--- config.mk ---
export PLATFORM = sky130hd
export DESIGN_NAME = nib_adc_unit
export DESIGN_NICKNAME = d
export VERILOG_FILES = /design/src/rtl/nadc_pkg.sv /design/src/rtl/nadc_decode.sv /design/src/rtl/nadc_agen.sv /design/src/rtl/nadc_alu.sv /design/src/rtl/nib_adc_unit.sv
export SDC_FILE = /design/constraint.sdc
export NUM_CORES = 1
export LEC_CHECK = 0
export ABC_AREA = 1
export BUFFER_PORTS_ARGS = -buffer_cell sky130_fd_sc_hd__clkbuf_2
export CAP_MARGIN = 20
export CORE_AREA = 2 2 101 103
export CTS_BUF_LIST = sky130_fd_sc_hd__clkbuf_8
export DETAILED_ROUTE_END_ITERATION = 10
export DIE_AREA = 0 0 103 105
export HOLD_SLACK_MARGIN = 0.03
export PLACE_DENSITY = 0.67
export SLEW_MARGIN = 15
export SYNTH_ARGS = -nofsm -noshare
export SYNTH_HDL_FRONTEND = slang
export SYNTH_HIERARCHICAL = 1
export SYNTH_SLANG_ARGS = --single-unit
--- constraint.sdc ---
create_clock -name clk -period 3.4 [get_ports clk]
set_input_delay 0.17 -clock clk [delete_from_list [all_inputs] [get_ports clk]]
set_output_delay 0.17 -clock clk [all_outputs]
set_load 0.05 [all_outputs]
--- src/rtl/nadc_pkg.sv ---
package nadc_pkg;

  // Opcode selector bit positions inside the instruction group
  localparam int SEL_INC_BIT = 0;
  localparam int SEL_Y_BIT   = 1;
  localparam int SEL_B_BIT   = 2;
  localparam int SEL_BITS    = 3;

  typedef struct packed {
    logic hit;       // valid opcode of this group
    logic to_b;      // destination B
    logic use_y;     // index Y
    logic post_inc;  // incrementing form
  } adc_dec_t;

endpackage

--- src/rtl/nadc_decode.sv ---
module nadc_decode
  import nadc_pkg::*;
#(
  parameter int              OP_W    = 13,
  parameter logic [OP_W-1:0] OP_BASE = 13'h19E0
) (
  input  logic            valid,
  input  logic [OP_W-1:0] op,
  output adc_dec_t        dec
);

  logic family_match;

  assign family_match = (op[OP_W-1:SEL_BITS] == OP_BASE[OP_W-1:SEL_BITS]);

  always_comb begin
    dec.hit      = valid & family_match;
    dec.post_inc = op[SEL_INC_BIT];
    dec.use_y    = op[SEL_Y_BIT];
    dec.to_b     = op[SEL_B_BIT];
  end

endmodule

--- src/rtl/nadc_agen.sv ---
module nadc_agen
  import nadc_pkg::*;
#(
  parameter int AW = 16,
  parameter int IW = 8
) (
  input  adc_dec_t        dec,
  input  logic [AW-1:0]   idx_x,
  input  logic [AW-1:0]   idx_y,
  input  logic            ext_on,
  input  logic [IW-1:0]   ext_off,
  output logic [AW-1:0]   rd_addr,
  output logic [AW-1:0]   idx_next,
  output logic            ext_taken
);

  localparam int PAGE_W = AW - IW;

  // Fixed page address: all-ones page for Y, zero page for X
  function automatic logic [AW-1:0] page_addr(input logic hi_page,
                                              input logic [IW-1:0] off);
    return {{PAGE_W{hi_page}}, off};
  endfunction

  // Index step, wraps at the top of the address space
  function automatic logic [AW-1:0] step_index(input logic [AW-1:0] v);
    return v + AW'(1);
  endfunction

  logic [AW-1:0] idx_cur;

  assign idx_cur   = dec.use_y ? idx_y : idx_x;
  assign ext_taken = dec.hit & ext_on & ~dec.post_inc;
  assign rd_addr   = ext_taken ? page_addr(dec.use_y, ext_off) : idx_cur;
  assign idx_next  = step_index(idx_cur);

endmodule

--- src/rtl/nadc_alu.sv ---
module nadc_alu #(
  parameter int DW = 4
) (
  input  logic [DW-1:0] acc,
  input  logic [DW-1:0] opnd,
  input  logic          cin,
  output logic [DW-1:0] sum,
  output logic          cout,
  output logic          zero
);

  function automatic logic [DW:0] add_carry(input logic [DW-1:0] a,
                                            input logic [DW-1:0] b,
                                            input logic          c);
    return {1'b0, a} + {1'b0, b} + (DW+1)'(c);
  endfunction

  assign {cout, sum} = add_carry(acc, opnd, cin);
  assign zero        = (sum == '0);

endmodule

--- src/rtl/nib_adc_unit.sv ---
module nib_adc_unit
  import nadc_pkg::*;
#(
  parameter int            DW        = 4,
  parameter int            AW        = 16,
  parameter int            IW        = 8,
  parameter int            OP_W      = 13,
  parameter logic [OP_W-1:0] OP_BASE = 13'h19E0,
  parameter logic [AW-1:0] IDX_RST_X = '0,
  parameter logic [AW-1:0] IDX_RST_Y = '0
) (
  input  logic            clk,
  input  logic            rst,
  input  logic            instr_valid,
  input  logic [OP_W-1:0] instr_op,
  input  logic            pfx_valid,
  input  logic [IW-1:0]   pfx_imm,
  output logic            mem_rd,
  output logic [AW-1:0]   mem_addr,
  input  logic [DW-1:0]   mem_rdata,
  output logic [DW-1:0]   reg_a,
  output logic [DW-1:0]   reg_b,
  output logic [AW-1:0]   reg_x,
  output logic [AW-1:0]   reg_y,
  output logic            flag_c,
  output logic            flag_z,
  output logic            flag_e
);

  // ---------------- issue stage ----------------
  adc_dec_t      dec;
  logic [IW-1:0] ext_off_q;
  logic [AW-1:0] idx_next;
  logic          ext_taken;

  nadc_decode #(.OP_W(OP_W), .OP_BASE(OP_BASE)) u_dec (
    .valid (instr_valid),
    .op    (instr_op),
    .dec   (dec)
  );

  nadc_agen #(.AW(AW), .IW(IW)) u_agen (
    .dec       (dec),
    .idx_x     (reg_x),
    .idx_y     (reg_y),
    .ext_on    (flag_e),
    .ext_off   (ext_off_q),
    .rd_addr   (mem_addr),
    .idx_next  (idx_next),
    .ext_taken (ext_taken)
  );

  // Named internal events
  logic issue_fire, issue_bump_x, issue_bump_y, exec_fire, ext_clear;
  assign issue_fire   = dec.hit;
  assign issue_bump_x = issue_fire & dec.post_inc & ~dec.use_y;
  assign issue_bump_y = issue_fire & dec.post_inc &  dec.use_y;
  assign ext_clear    = instr_valid & ~pfx_valid;
  assign mem_rd       = issue_fire;

  // ---------------- execute stage ----------------
  logic          ex_valid, ex_to_b;
  logic [DW-1:0] alu_acc, alu_sum;
  logic          alu_cout, alu_zero;

  assign exec_fire = ex_valid;
  assign alu_acc   = ex_to_b ? reg_b : reg_a;

  nadc_alu #(.DW(DW)) u_alu (
    .acc  (alu_acc),
    .opnd (mem_rdata),
    .cin  (flag_c),
    .sum  (alu_sum),
    .cout (alu_cout),
    .zero (alu_zero)
  );

  // ---------------- state ----------------
  always_ff @(posedge clk) begin
    if (rst) begin
      reg_a     <= '0;
      reg_b     <= '0;
      reg_x     <= IDX_RST_X;
      reg_y     <= IDX_RST_Y;
      flag_c    <= 1'b0;
      flag_z    <= 1'b0;
      flag_e    <= 1'b0;
      ext_off_q <= '0;
      ex_valid  <= 1'b0;
      ex_to_b   <= 1'b0;
    end else begin
      if (issue_bump_x) reg_x <= idx_next;
      if (issue_bump_y) reg_y <= idx_next;
      ex_valid <= issue_fire;
      ex_to_b  <= dec.to_b;
      if (pfx_valid) begin
        flag_e    <= 1'b1;
        ext_off_q <= pfx_imm;
      end else if (ext_clear) begin
        flag_e <= 1'b0;
      end
      if (exec_fire) begin
        if (ex_to_b) reg_b <= alu_sum;
        else         reg_a <= alu_sum;
        flag_c <= alu_cout;
        flag_z <= alu_zero;
      end
    end
  end

  // ---------------- assertions ----------------
  assert_reset_state_R1: assert property (@(posedge clk)
    rst |=> (reg_a == '0 && reg_b == '0 && !flag_c && !flag_z && !flag_e &&
             reg_x == IDX_RST_X && reg_y == IDX_RST_Y));

  assert_index_step_x_R6: assert property (@(posedge clk) disable iff (rst)
    issue_bump_x |=> reg_x == $past(reg_x) + AW'(1));

  assert_index_step_y_R6: assert property (@(posedge clk) disable iff (rst)
    issue_bump_y |=> reg_y == $past(reg_y) + AW'(1));

  assert_index_hold_R8: assert property (@(posedge clk) disable iff (rst)
    (issue_fire && !dec.post_inc) |=> ($stable(reg_x) && $stable(reg_y)));

  assert_ext_offset_R8: assert property (@(posedge clk) disable iff (rst)
    (issue_fire && flag_e && !dec.post_inc) |-> mem_addr[IW-1:0] == ext_off_q);

  assert_ext_ignored_R9: assert property (@(posedge clk) disable iff (rst)
    (issue_fire && dec.post_inc) |-> mem_addr == (dec.use_y ? reg_y : reg_x));

  assert_ext_clear_R7: assert property (@(posedge clk) disable iff (rst)
    ext_clear |=> !flag_e);

  assert_sum_carry_R4: assert property (@(posedge clk) disable iff (rst)
    exec_fire |=> {flag_c, ($past(ex_to_b) ? reg_b : reg_a)} ==
      (DW+1)'($past(alu_acc)) + (DW+1)'($past(mem_rdata)) + (DW+1)'($past(flag_c)));

  assert_zero_a_R5: assert property (@(posedge clk) disable iff (rst)
    (exec_fire && !ex_to_b) |=> flag_z == (reg_a == '0));

  assert_zero_b_R5: assert property (@(posedge clk) disable iff (rst)
    (exec_fire && ex_to_b) |=> flag_z == (reg_b == '0));

endmodule

Yosys cells after proc, flatten, opt, wreduce, memory -nomap -nowiden. Cells that the tools add are included.

Bits of input ports: 29. Flip-flop bits (word level): 53. Word-level logic and storage cells: 34. Output and inout port bits: 60.

Bitwise gates (word level): 11. Mux-type cells: 5. Equal/unequal tests: 1. Add/sub/neg operators: 3. Reduce and logical (&&, ||, !) cells: 4.

Operators with widths (number): two-way mux 16 bit (2); adder 16 x 1 -> 16 bit (second input constant) (1); equality test 10 bit (second input constant) (1); AND 1 bit (7); adder 4 x 4 -> 5 bit (1); adder 5 x 1 -> 5 bit (1); zero test 4 bit (1); two-way mux 4 bit (1); NOT 1 bit (4); AND reduction 2 bit (2); two-way mux 1 bit (2); nonzero test 2 bit (1).

Longest topological paths before layout. Gate-level depths: netlist (run 1).

Depth in word-level cells: 5. Depth in mapped cells: 14. Mapped depth without buffers: 13.

By module. The synthesis (run 1) kept the hierarchy.

Modules (own cells, without submodules): nib_adc_unit (cells an instance 308, times used 1, seq. area each 1061.0 µm², area an instance 2065.7 µm²); nadc_agen (cells an instance 205, times used 1, seq. area each 0.0 µm², area an instance 998.5 µm²); nadc_alu (cells an instance 29, times used 1, seq. area each 0.0 µm², area an instance 192.7 µm²); nadc_decode (cells an instance 16, times used 1, seq. area each 0.0 µm², area an instance 75.1 µm²).

Worst setup path before layout (run 1). No wires, ideal clock.

Kind: input port to output port. Start point: input port instr_op[3]. End point: output port mem_addr[1]. Cell stages on the path: 9. Path buffers: 0. Data required time: 3.230 ns. Path slack: 1.067 ns. Data arrival time: 2.163 ns. Path through: inv_1 -> nand2_1 -> nor2_1 -> nand2_1 -> nor2_2 -> nand2_1 -> nor2_1 -> inv_1 -> a31oi_1.

Word-level cells in the longest chain between the ends: 5.

Ends and longest elaborated chain: start: declaration (line nib_adc_unit.sv:15) `input logic [OP_W-1:0] instr_op,`; equality test 10 bit (line nadc_decode.sv:14) `assign family_match = (op[OP_W-1:SEL_BITS] == OP_BASE[OP_W-1:SEL_BITS]);`; AND 1 bit (line nadc_decode.sv:17) `dec.hit = valid & family_match;`; via mem_rd (line nib_adc_unit.sv:18) `output logic mem_rd,`; AND 1 bit (2 in series) (line nadc_agen.sv:33) `assign ext_taken = dec.hit & ext_on & ~dec.post_inc;`; two-way mux 16 bit (line nadc_agen.sv:34) `assign rd_addr = ext_taken ? page_addr(dec.use_y, ext_off) : idx_cur;`; end: declaration (line nib_adc_unit.sv:19) `output logic [AW-1:0] mem_addr,`.

The timed path passes the listed nets, and every way through them passes these cells.

Worst setup path after layout (run 1).
Start point: register ex_to_b. End point: register flag_z.

Word-level cells in the longest chain between the ends: 4.

Ends and longest elaborated chain: start: declaration (line nib_adc_unit.sv:62) `logic ex_valid, ex_to_b;`; start signal: assignment (line nib_adc_unit.sv:95) `ex_to_b <= dec.to_b;`; two-way mux 4 bit (line nib_adc_unit.sv:67) `assign alu_acc = ex_to_b ? reg_b : reg_a;`; via alu_acc[0] (line nib_adc_unit.sv:63) `logic [DW-1:0] alu_acc, alu_sum;`; adder 4 x 4 -> 5 bit (line nadc_alu.sv:15) `return {1'b0, a} + {1'b0, b} + (DW+1)'(c);`; adder 5 x 1 -> 5 bit (line nadc_alu.sv:15); via alu_sum[1] (line nib_adc_unit.sv:63); zero test 4 bit (line nadc_alu.sv:19) `assign zero = (sum == '0);`; via alu_zero (line nib_adc_unit.sv:64) `logic alu_cout, alu_zero;`; end signal: assignment (line nib_adc_unit.sv:106) `flag_z <= alu_zero;`; end: declaration (line nib_adc_unit.sv:26) `output logic flag_z,`.

The timed path passes the listed nets, and every way through them passes these cells. A chain may end at the register's enable or synchronous reset.

==> impl_metrics.ini, run 1 <==
[worst_setup_path]
cp-end-kind = flip-flop
crit_type = reg2reg
worst_ep_required_time_ns = 3.66
path_max_fanout = 6
startpoint_type = flip-flop
crit_arrival_ns = 2.41

[timing]
post-route-period-util_pct = 63.35
tightest_slew_ns = 0.8467
report.final.slew_viol_count = 0
hold_violations = 0
finClkSkew_ns = 0.01711
fmax_ghz = 0.4642
min_period_ns = 2.154
maxSlewHeadroom_pct = 43.55
setup-violations-final = 0
rsz0062_at_grt = false
setup_slack_ns = 1.246
finalSetupTns_ns = 0

[synth]
synth_cells = 558
ys_ff_latch = 53
syn_area_per_cell_um2 = 5.971
ys_warn_count = 6
synth_area_um2 = 3332
synth_cell_type_count = 29
async_reset_ff_share_pct = 0
yosys.area.top_type_share_pct = 31.84
ys_seq_area_share_pct = 31.84
syn_nets = 593
synth_flop_cell = dfxtp_1
synth_edf_count = 0
synth_area_leaders = dfxtp_1 32%, nand2_1 20%, nor2_1 14%, inv_1 9.0%, o21ai_0 3.8%
yosysTopAreaCell = dfxtp_1

[power]
p_leak_nw = 2.133
totalPowerFinal_mw = 1.153
power.density_nw_per_um2 = 294.7
vdd.ir_drop.worst_uv = 148.1

[global_routing]
grt_pass1_wl_um = 14570
grt_pass1_vias = 3030
grt_remaining_overflow = 0
track_usage_pct = 16.61
antenna_found_initial = 0
grt_max_degree = 51

[drt]
postRouteAntennaNets = 0
wl_um = 8942
dr.pass1.iters = 5
viasPerCell = 4.428
first_iter_violations = 186
route.detailed.drc = 0
wl_per_cell_um = 11.66
vias = 3396

[floorplan]
core_um2 = 9639
ios = 89
die-width_um = 103
initial_utilization_pct = 34.57
fp.dieH_um = 105
placementRows = 36
dieArea_um2 = 10820

[cells_and_area]
nets = 668
synthToLayoutAreaGrowth_pct = 17.46
diodes = 0
mostFrequentLayoutCell = nand2_1
drive_gt1_share_pct = 20.66
final_cell_mix = 175 x nand2_1, 123 x nor2_1, 88 x clkbuf_2
final_core_util_pct = 40.60
final_area_um2 = 3914
nFillCells = 1040

[clocking]
cts_buffer_depth = 2
cts_buffers = 5
clk_pin_slew_ns = 0.11
clk_latency_ns = 0.31
cts_tree = done
cts_hold_buf = 0
cts_sinks = 53
root_buffer = clkbuf_8
post_cts_resized = 0
cts_setup_buffers = 0
htreeDepth = 2

[hold_path]
holdCritPathClass = in2reg

[place]
gp_congestion = 0.8940
dp_hpwl_um = 6929
place_ws_ns = 1.010
post_dp_cell_area_um2 = 3811
io_buffers = 88

[run_status]
status = finished, final reports clean

[flow_run]
cap_violations = 0
[worst max-delay path: stages (launching register included)]
cell and delay (ns):
dfxtp_1 0.45, nand2_1 0.09, nand2_1 0.07, inv_1 0.05, fa_1 0.41, inv_1 0.11
fa_1 0.47, nor2_1 0.14, nand2_1 0.07, nor2_2 0.10, nor2_1 0.05, nor2_1 0.09
[cells in the mapped netlist, types with 2 or more instances]
cell and instances:
o21ai_1 11, xor2_1 7, buf_6 4, clkbuf_1 4, buf_4 4, a31oi_1 2, nand3_1 10, inv_1 80
nor2_1 123, nand3_2 4, o21ai_2 5, o21ai_0 25, nand4_1 6, buf_2 9, nand2_2 7, a21oi_1 3
nor2_2 7, nand2_4 2, fa_1 2, dfxtp_1 53, nand2_1 175, inv_2 5, ha_1 4
[layout make-up]
class	count	area, um^2	area share (%)
sequential	53	1061	27.11
timing repair buffer	89	447.9	11.45
clock inverter	3	33.78	0.8632
inverter	86	325.3	8.312
multi-input combinational	398	1810	46.26
tap	133	166.4	4.252
clock buffer	5	68.82	1.758
[stage by stage]
stage,hold slack [ns],instances
final,0.03481,767
after global routing,0.03958,767
after CTS,0.03014,767
after detailed placement,0.3793,759
after global placement,0.3775,759
after floorplan,0.2391,558
[kinds of logic (layout without fill, tap and decap cells)]
logic type | after synthesis | after routing | share of synthesized area (%)
compound gates | 47 | 47 | 7.773
xor+xnor | 8 | 8 | 2.103
fa+ha+maj | 6 | 6 | 2.704
buf+inv | 107 | 183 | 13.82
flops | 53 | 53 | 31.84
simple gates | 337 | 337 | 41.76
[where the power goes]
part / internal [mW] / leakage (nW) / total (mW) / switching (mW)
registers: 0.629 / 0.429 / 0.634 / 0.00580
clock network: 0.154 / 0.0511 / 0.389 / 0.234
logic: 0.0361 / 1.65 / 0.130 / 0.0943
[worst paths after layout]
kind                    start  depth (start not counted)  slack (ns)       to
setup / recovery      ex_to_b                         11        1.25   flag_z
hold / removal    instr_op[2]                          3        0.03  ex_to_b
setup reg to reg      ex_to_b                         11        1.25   flag_z
hold reg to reg        flag_e                          2        0.49   flag_e
[sequential cells by signal, indices dropped and copies added, names as in the netlist]
| register | count |
|---|---|
| reg_x | 16 |
| reg_y | 16 |
| ext_off_q | 8 |
| reg_a | 4 |
| reg_b | 4 |
| ex_to_b | 1 |
| ex_valid | 1 |
| flag_c | 1 |
| flag_e | 1 |
| flag_z | 1 |
[routing by layer]
metal  GRT usage (%)  vias to the layer above  routed length, um
met5               0                        -                  0
li1                -                     1804                  -
met3           2.876                        8                341
met2           28.01                       90               4305
met4           4.323                        0                129
met1           21.64                     1494               4166
Note: power is estimated with default switching activity, not from simulation.
==> run 2: changes to the inputs <==
ABC_AREA = 0   (was 1)
CORE_AREA = 2 2 96 98   (was 2 2 101 103)
DIE_AREA = 0 0 98 100   (was 0 0 103 105)
PLACE_DENSITY = 0.68   (was 0.67)
clock period = 2.05 ns   (was 3.4 ns; I/O delays follow)
==> run 2 against run 1 <==
Net effect:
- the flow now finishes with violations (setup timing)
- clock power grew 47%
- via count down 16%
- global-route usage down 0.14 points
- register-to-register slack got worse by 1.3 ns
- sequential power increased by 64%
- combinational power up 12%
- cell count shrank 24%
- cell area rose by 4.7%
- non-clock buffer count increased by 35
- clock skew fell by 0.0070 ns
- critical endpoint unchanged
- largest power group unchanged
==> impl_metrics.ini, run 2 <==
[run_status]
status = finished with violations
violations = setup timing

[floorplan]
fp.dieH_um = 100
core_um2 = 8890
initial_utilization_pct = 33.60
ios = 89
placementRows = 35
die-width_um = 98
dieArea_um2 = 9800

[synth]
synth_flop_cell = dfxtp_1
yosys.area.top_type_share_pct = 35.53
syn_nets = 398
ys_seq_area_share_pct = 35.53
synth_cell_type_count = 46
synth_edf_count = 0
synthTopCellsByCount = 85 x nand2_1, 53 x dfxtp_1, 38 x a21oi_1
ys_warn_count = 6
async_reset_ff_share_pct = 0
synth_area_leaders = dfxtp_1 36%, nand2_1 11%, mux2i_1 9.4%, a21oi_1 6.4%, a21oi_2 3.5%
ys_ff_latch = 53
synth_area_um2 = 2987
yosysTopAreaCell = dfxtp_1
synth_cells = 363
yosysMostFrequentCell = nand2_1
syn_area_per_cell_um2 = 8.228

[worst_setup_path]
crit_type = reg2reg
path_buf_inv = 2
worst_ep_required_time_ns = 2.29
cp-end-kind = flip-flop
slowest_delay_ns = 0.46
crit_chain = mux2_4, inv_2, fa_2, inv_2, fa_2, nor4_2, mux2_4, mux2i_1, nor2_1
endpoint = flag_z
ff2ff_path_depth = 9
crit_cells = 9
startpoint_type = flip-flop
crit_start = ex_to_b
r2r_slack_ns = -0.09
crit_family = adder cells
crit_arrival_ns = 2.38
r2r-end = flag_z
regToRegStartpoint = ex_to_b
path_max_fanout = 3
slowest_stage = fa_2

[clocking]
clk_pin_slew_ns = 0.09
clk_latency_ns = 0.31
cts_buffers = 5
cts_buffer_depth = 2
cts_sinks = 53
htreeDepth = 2
cts_tree = done
root_buffer = clkbuf_8

[timing]
setup_slack_ns = -0.09065
finClkSkew_ns = 0.01008
post-route-period-util_pct = 104.4
setup-violations-final = 1
rsz0062_at_grt = true
hold_violations = 0
maxSlewHeadroom_pct = 62.58
min_period_ns = 2.141
hold_slack_ns = 0.03241
finalSetupTns_ns = -0.09065
tightest_slew_ns = 0.5456
report.final.slew_viol_count = 0
fmax_ghz = 0.4671

[drt]
viasPerCell = 4.910
postRouteAntennaNets = 0
vias = 2848
route.detailed.drc = 0
dr.pass1.iters = 4
wl_um = 8120
wl_per_cell_um = 14.00
first_iter_violations = 100

[place]
io_buffers = 88
dp.cells = 568
gp_congestion = 0.8248
dp_hpwl_um = 6313

[hold_path]
holdCritPathClass = in2reg

[power]
totalPowerFinal_mw = 1.762
p_leak_nw = 1.727
vdd.ir_drop.worst_uv = 295.4
power.density_nw_per_um2 = 430.0

[global_routing]
grt_remaining_overflow = 0
grt_pass1_wl_um = 13380
antenna_found_initial = 0
grt_max_degree = 34
track_usage_pct = 16.47
grt_pass1_vias = 2903

[cells_and_area]
finalNonFillerCells = 580
drive_gt1_share_pct = 41.36
nets = 503
final_cell_mix = 85 x nand2_1, 80 x clkbuf_2, 44 x dfxtp_1
reg.largest.list = reg_x x16, reg_y x16, ext_off_q x8
mostFrequentLayoutCell = nand2_1
synthToLayoutAreaGrowth_pct = 37.24
diodes = 0
final_core_util_pct = 46.11

[flow_run]
cap_violations = 0
[run 2: changes by cell type in the layout (fill, tap and decap cells not counted), moves of 8 or more]
cell	previous run	this run
clkbuf_2	88	80
o21ai_0	25	1
nand2_1	175	85
mux2i_1	0	27
inv_1	80	11
buf_4	1	31
a21oi_1	3	28
a21oi_2	0	12
dfxtp_1	53	44
a21oi_4	0	10
nor2_1	123	24
[run 2: through the flow]
| stage | area (um^2) | setup slack [ns] |
|---|---|---|
| floorplan | 3299 | -0.2055 |
| global placement | 3964 | -0.03764 |
| detailed placement | 3964 | -0.09246 |
| CTS | 4088 | -0.06644 |
| global route | 4099 | -0.1973 |
| finish | 4099 | -0.09065 |
[run 2: worst min-delay path by stage]
stage	start	endpoint	slack (ns)	cells past startpoint
2_1_floorplan	pfx_imm[1]	ext_off_q[1]	0.25	2
3_3_place_gp	pfx_imm[6]	ext_off_q[6]	0.34	3
3_5_place_dp	pfx_imm[4]	ext_off_q[4]	0.34	3
4_1_cts	pfx_imm[5]	ext_off_q[5]	0.03	3
5_1_grt	pfx_imm[5]	ext_off_q[5]	0.04	3
6_report	pfx_imm[5]	ext_off_q[5]	0.03	3
[run 2: logic make-up (layout without fill, tap and decap cells)]
family	after synthesis	after routing	share of synthesized area (%)
flip-flops	53	53	35.53
adder cells (fa/ha/maj)	6	6	3.016
AO/OA/AOI/OAI	67	67	13.57
multiplexers	36	36	12.48
buffers and inverters	37	143	7.415
XOR/XNOR	17	17	4.986
AND/OR/NAND/NOR	147	147	23.00
[run 2: layout make-up]
| cell class | instances | area [um^2] |
|---|---|---|
| Fill cell | 866 | 4791 |
| Multi-Input combinational cell | 273 | 1953 |
| Sequential cell | 53 | 1077 |
| Timing Repair Buffer | 124 | 808.3 |
| Tap cell | 111 | 138.9 |
| Clock buffer | 5 | 68.82 |
| Inverter | 11 | 41.29 |
| Clock inverter | 3 | 11.26 |
[run 2: timing repair]
| action | CTS | global route |
|---|---|---|
| pin swaps | 2 | 1 |
| gates resized for setup | 1 | 5 |
| setup buffers | 1 | 0 |
| hold endpoints to repair | 3 | 1 |
| hold buffers | 3 | 1 |
| endpoints found under the setup margin | 1 | 9 |
[run 2: where the power goes]
group / switching, mW / internal, mW / leakage [nW]
Combinational: 0.0780 / 0.0685 / 1.24
Sequential: 0.00703 / 1.04 / 0.434
Clock: 0.342 / 0.229 / 0.0519
[run 2: layer usage]
layer,wire (um),vias up,GRT usage (%)
met5,0,-,0
met4,77,0,4.594
met3,417,9,3.760
met2,4010,70,29.45
met1,3614,1347,19.89
li1,-,1422,-
[run 2: tightest hold or removal path, cell delays in order]
cell	delay, ns
clkbuf_2	0.08
mux2i_1	0.06
nor2_1	0.07
==> run 3: changes to the inputs <==
CORE_AREA = 2 2 95 97   (was 2 2 96 98)
DIE_AREA = 0 0 97 99   (was 0 0 98 100)
SYNTH_HIERARCHICAL = unset   (was 1)
==> run 3 against run 2 <==
Net effect:
- the flow still finishes with violations (setup timing)
- die area down 2.0%
- non-clock buffer count down 11
- cell count down 5.3%
- via count down 0.39%
- first-iteration DRC count up 8.0%
- largest power group unchanged
==> impl_metrics.ini, run 3 <==
[timing]
hold_violations = 0
rsz0062_at_grt = true
post-route-period-util_pct = 100.8
fmax_ghz = 0.4842
finalSetupTns_ns = -0.03419
min_period_ns = 2.065
report.final.slew_viol_count = 0
hold_slack_ns = 0.03894
tightest_slew_ns = 0.6539
setup-violations-final = 4
setup_slack_ns = -0.01546
finClkSkew_ns = 0.01705
maxSlewHeadroom_pct = 56.40

[synth]
yosysTopAreaCell = dfxtp_1
yosys.area.top_type_share_pct = 35.95
ys_ff_latch = 53
synth_cells = 339
ys_warn_count = 0
syn_nets = 374
async_reset_ff_share_pct = 0
synth_cell_type_count = 55
yosysMostFrequentCell = nor2_1
syn_area_per_cell_um2 = 8.707
synth_area_leaders = dfxtp_1 36%, nor2_1 8.4%, mux2i_1 6.8%, xor2_1 6.5%, a21oi_1 3.7%
synth_flop_cell = dfxtp_1
ys_seq_area_share_pct = 35.95
synth_area_um2 = 2952
synthTopCellsByCount = 66 x nor2_1, 53 x dfxtp_1, 22 x a21oi_1, 22 x xor2_1
synth_edf_count = 0

[floorplan]
core_um2 = 8551
placementRows = 34
fp.dieH_um = 99
die-width_um = 97
ios = 89
dieArea_um2 = 9603
initial_utilization_pct = 34.52

[global_routing]
grt_pass1_wl_um = 13220
grt_remaining_overflow = 0
track_usage_pct = 16.60
antenna_found_initial = 0
grt_max_degree = 32
grt_pass1_vias = 2778

[power]
swShare_pct = 25.49
vdd.ir_drop.worst_uv = 242.7
p_int_mw = 1.515
switchingPower_mw = 0.5182
power.density_nw_per_um2 = 489.8
totalPowerFinal_mw = 2.034
pwr-share-clk_pct = 36.1
p_leak_nw = 1.796
comb_power_share_pct = 12.2
share_seq_of_total_power_pct = 51.6

[drt]
route.detailed.drc = 0
viasPerCell = 5.168
first_iter_violations = 108
vias = 2837
wl_per_cell_um = 15.59
dr.pass1.iters = 4
wl_um = 8557
postRouteAntennaNets = 0

[worst_setup_path]
regToRegStartpoint = ex_to_b
crit_type = reg2out
crit_arrival_ns = 1.96
r2r-end = flag_z
worst_ep_required_time_ns = 1.95
startpoint_type = flip-flop
path_max_fanout = 4
r2r_slack_ns = 0.10
ff2ff_path_depth = 6
cp-end-kind = output pin

[hold_path]
hold_path_depth = 3
holdCritPathClass = in2reg
worstHoldStart = pfx_imm[1]
hold_path_end = ext_off_q[1]

[place]
post_dp_cell_area_um2 = 3707
io_buffers = 88
dp_hpwl_um = 6174
gp_congestion = 0.9168

[clocking]
root_buffer = clkbuf_8
cts_buffers = 5
cts_buffer_depth = 2
cts_sinks = 53
cts_tree = done
clk_pin_slew_ns = 0.10
clk_latency_ns = 0.31
htreeDepth = 2

[cells_and_area]
final_area_um2 = 4151
final_cell_mix = 72 x clkbuf_2, 49 x nor2_1, 44 x dfxtp_1
final_core_util_pct = 48.55
diodes = 0
seqCellArea_um2 = 1072
reg.largest.list = reg_x x16, reg_y x16, ext_off_q x8
multi_input_area_um2 = 1957
nets = 475
nFillCells = 809
mostFrequentLayoutCell = clkbuf_2
drive_gt1_share_pct = 40.59
synthToLayoutAreaGrowth_pct = 40.65

[run_status]
status = finished with violations
violations = setup timing

[flow_run]
cap_violations = 0
-- run 3: per-stage QoR --
step | std cells | setup WS [ns]
final | 549 | -0.01546
after global routing | 549 | -0.08054
after CTS | 546 | -0.02617
after detailed placement | 533 | 0.06529
after global placement | 533 | 0.1452
after floorplan | 339 | -0.0004510
-- run 3: kinds of logic after synthesis --
kind of cell	after synthesis	share of synthesized area (%)
buffers and inverters	31	5.384
adder cells (fa/ha/maj)	6	3.052
flip-flops	53	35.95
AO/OA/AOI/OAI	52	12.21
multiplexers	25	8.817
AND/OR/NAND/NOR	147	27.17
XOR/XNOR	25	7.418
-- run 3: area by class of cell --
class                      count  area share (%)
multi-input combinational    255           47.14
clock buffer                   5           1.658
sequential                    53           25.83
clock inverter                 3           1.055
timing repair buffer         113           19.98
inverter                      12           1.085
tap                          108           3.255
-- run 3: critical path, cell delays in order (launching register included) --
cell and delay [ns]:
dfxtp_2 0.35, nor2b_4 0.14, or4b_4 0.55, buf_6 0.15, mux2_4 0.30, buf_8 0.15
-- run 3: how the worst max path moves through the flow --
stage              endpoint     from  slack [ns]
5_1_grt        mem_addr[13]   flag_e       -0.08
6_report        mem_addr[1]   flag_e       -0.02
3_3_place_gp         flag_z  ex_to_b        0.15
4_1_cts        mem_addr[15]   flag_e       -0.03
3_5_place_dp         flag_z  ex_to_b        0.07
2_1_floorplan  mem_addr[12]   flag_e     -0.0005
-- run 3: per-layer routing --
| layer | global-route usage [%] | vias up | part of all wire (%) |
|---|---|---|---|
| met1 | 21.16 | 1365 | 44 |
| met5 | 0 | - | 0 |
| met4 | 3.900 | 0 | 1.1 |
| met2 | 28.85 | 72 | 50 |
| li1 | - | 1391 | - |
| met3 | 3.546 | 9 | 4.6 |
-- run 3: power by group through the flow --
stage                     logic [mW]  registers (mW)  clock network [mW]
after floorplan                0.132            1.07                   0
after global placement         0.218            1.07                   0
after detailed placement       0.222            1.07                   0
after CTS                      0.233            1.05               0.747
after global routing           0.266            1.05               0.800
final                          0.249            1.05               0.735
-- run 3: timing repair --
| action | in CTS | in global routing |
|---|---|---|
| endpoints found under the hold margin | 5 | 0 |
| endpoints found under the setup margin | 16 | 19 |
| buffers inserted | 0 | 1 |
| hold buffers | 5 | 0 |
| gates cloned | 0 | 2 |
| pin swaps | 0 | 12 |
| gates resized for setup | 11 | 63 |
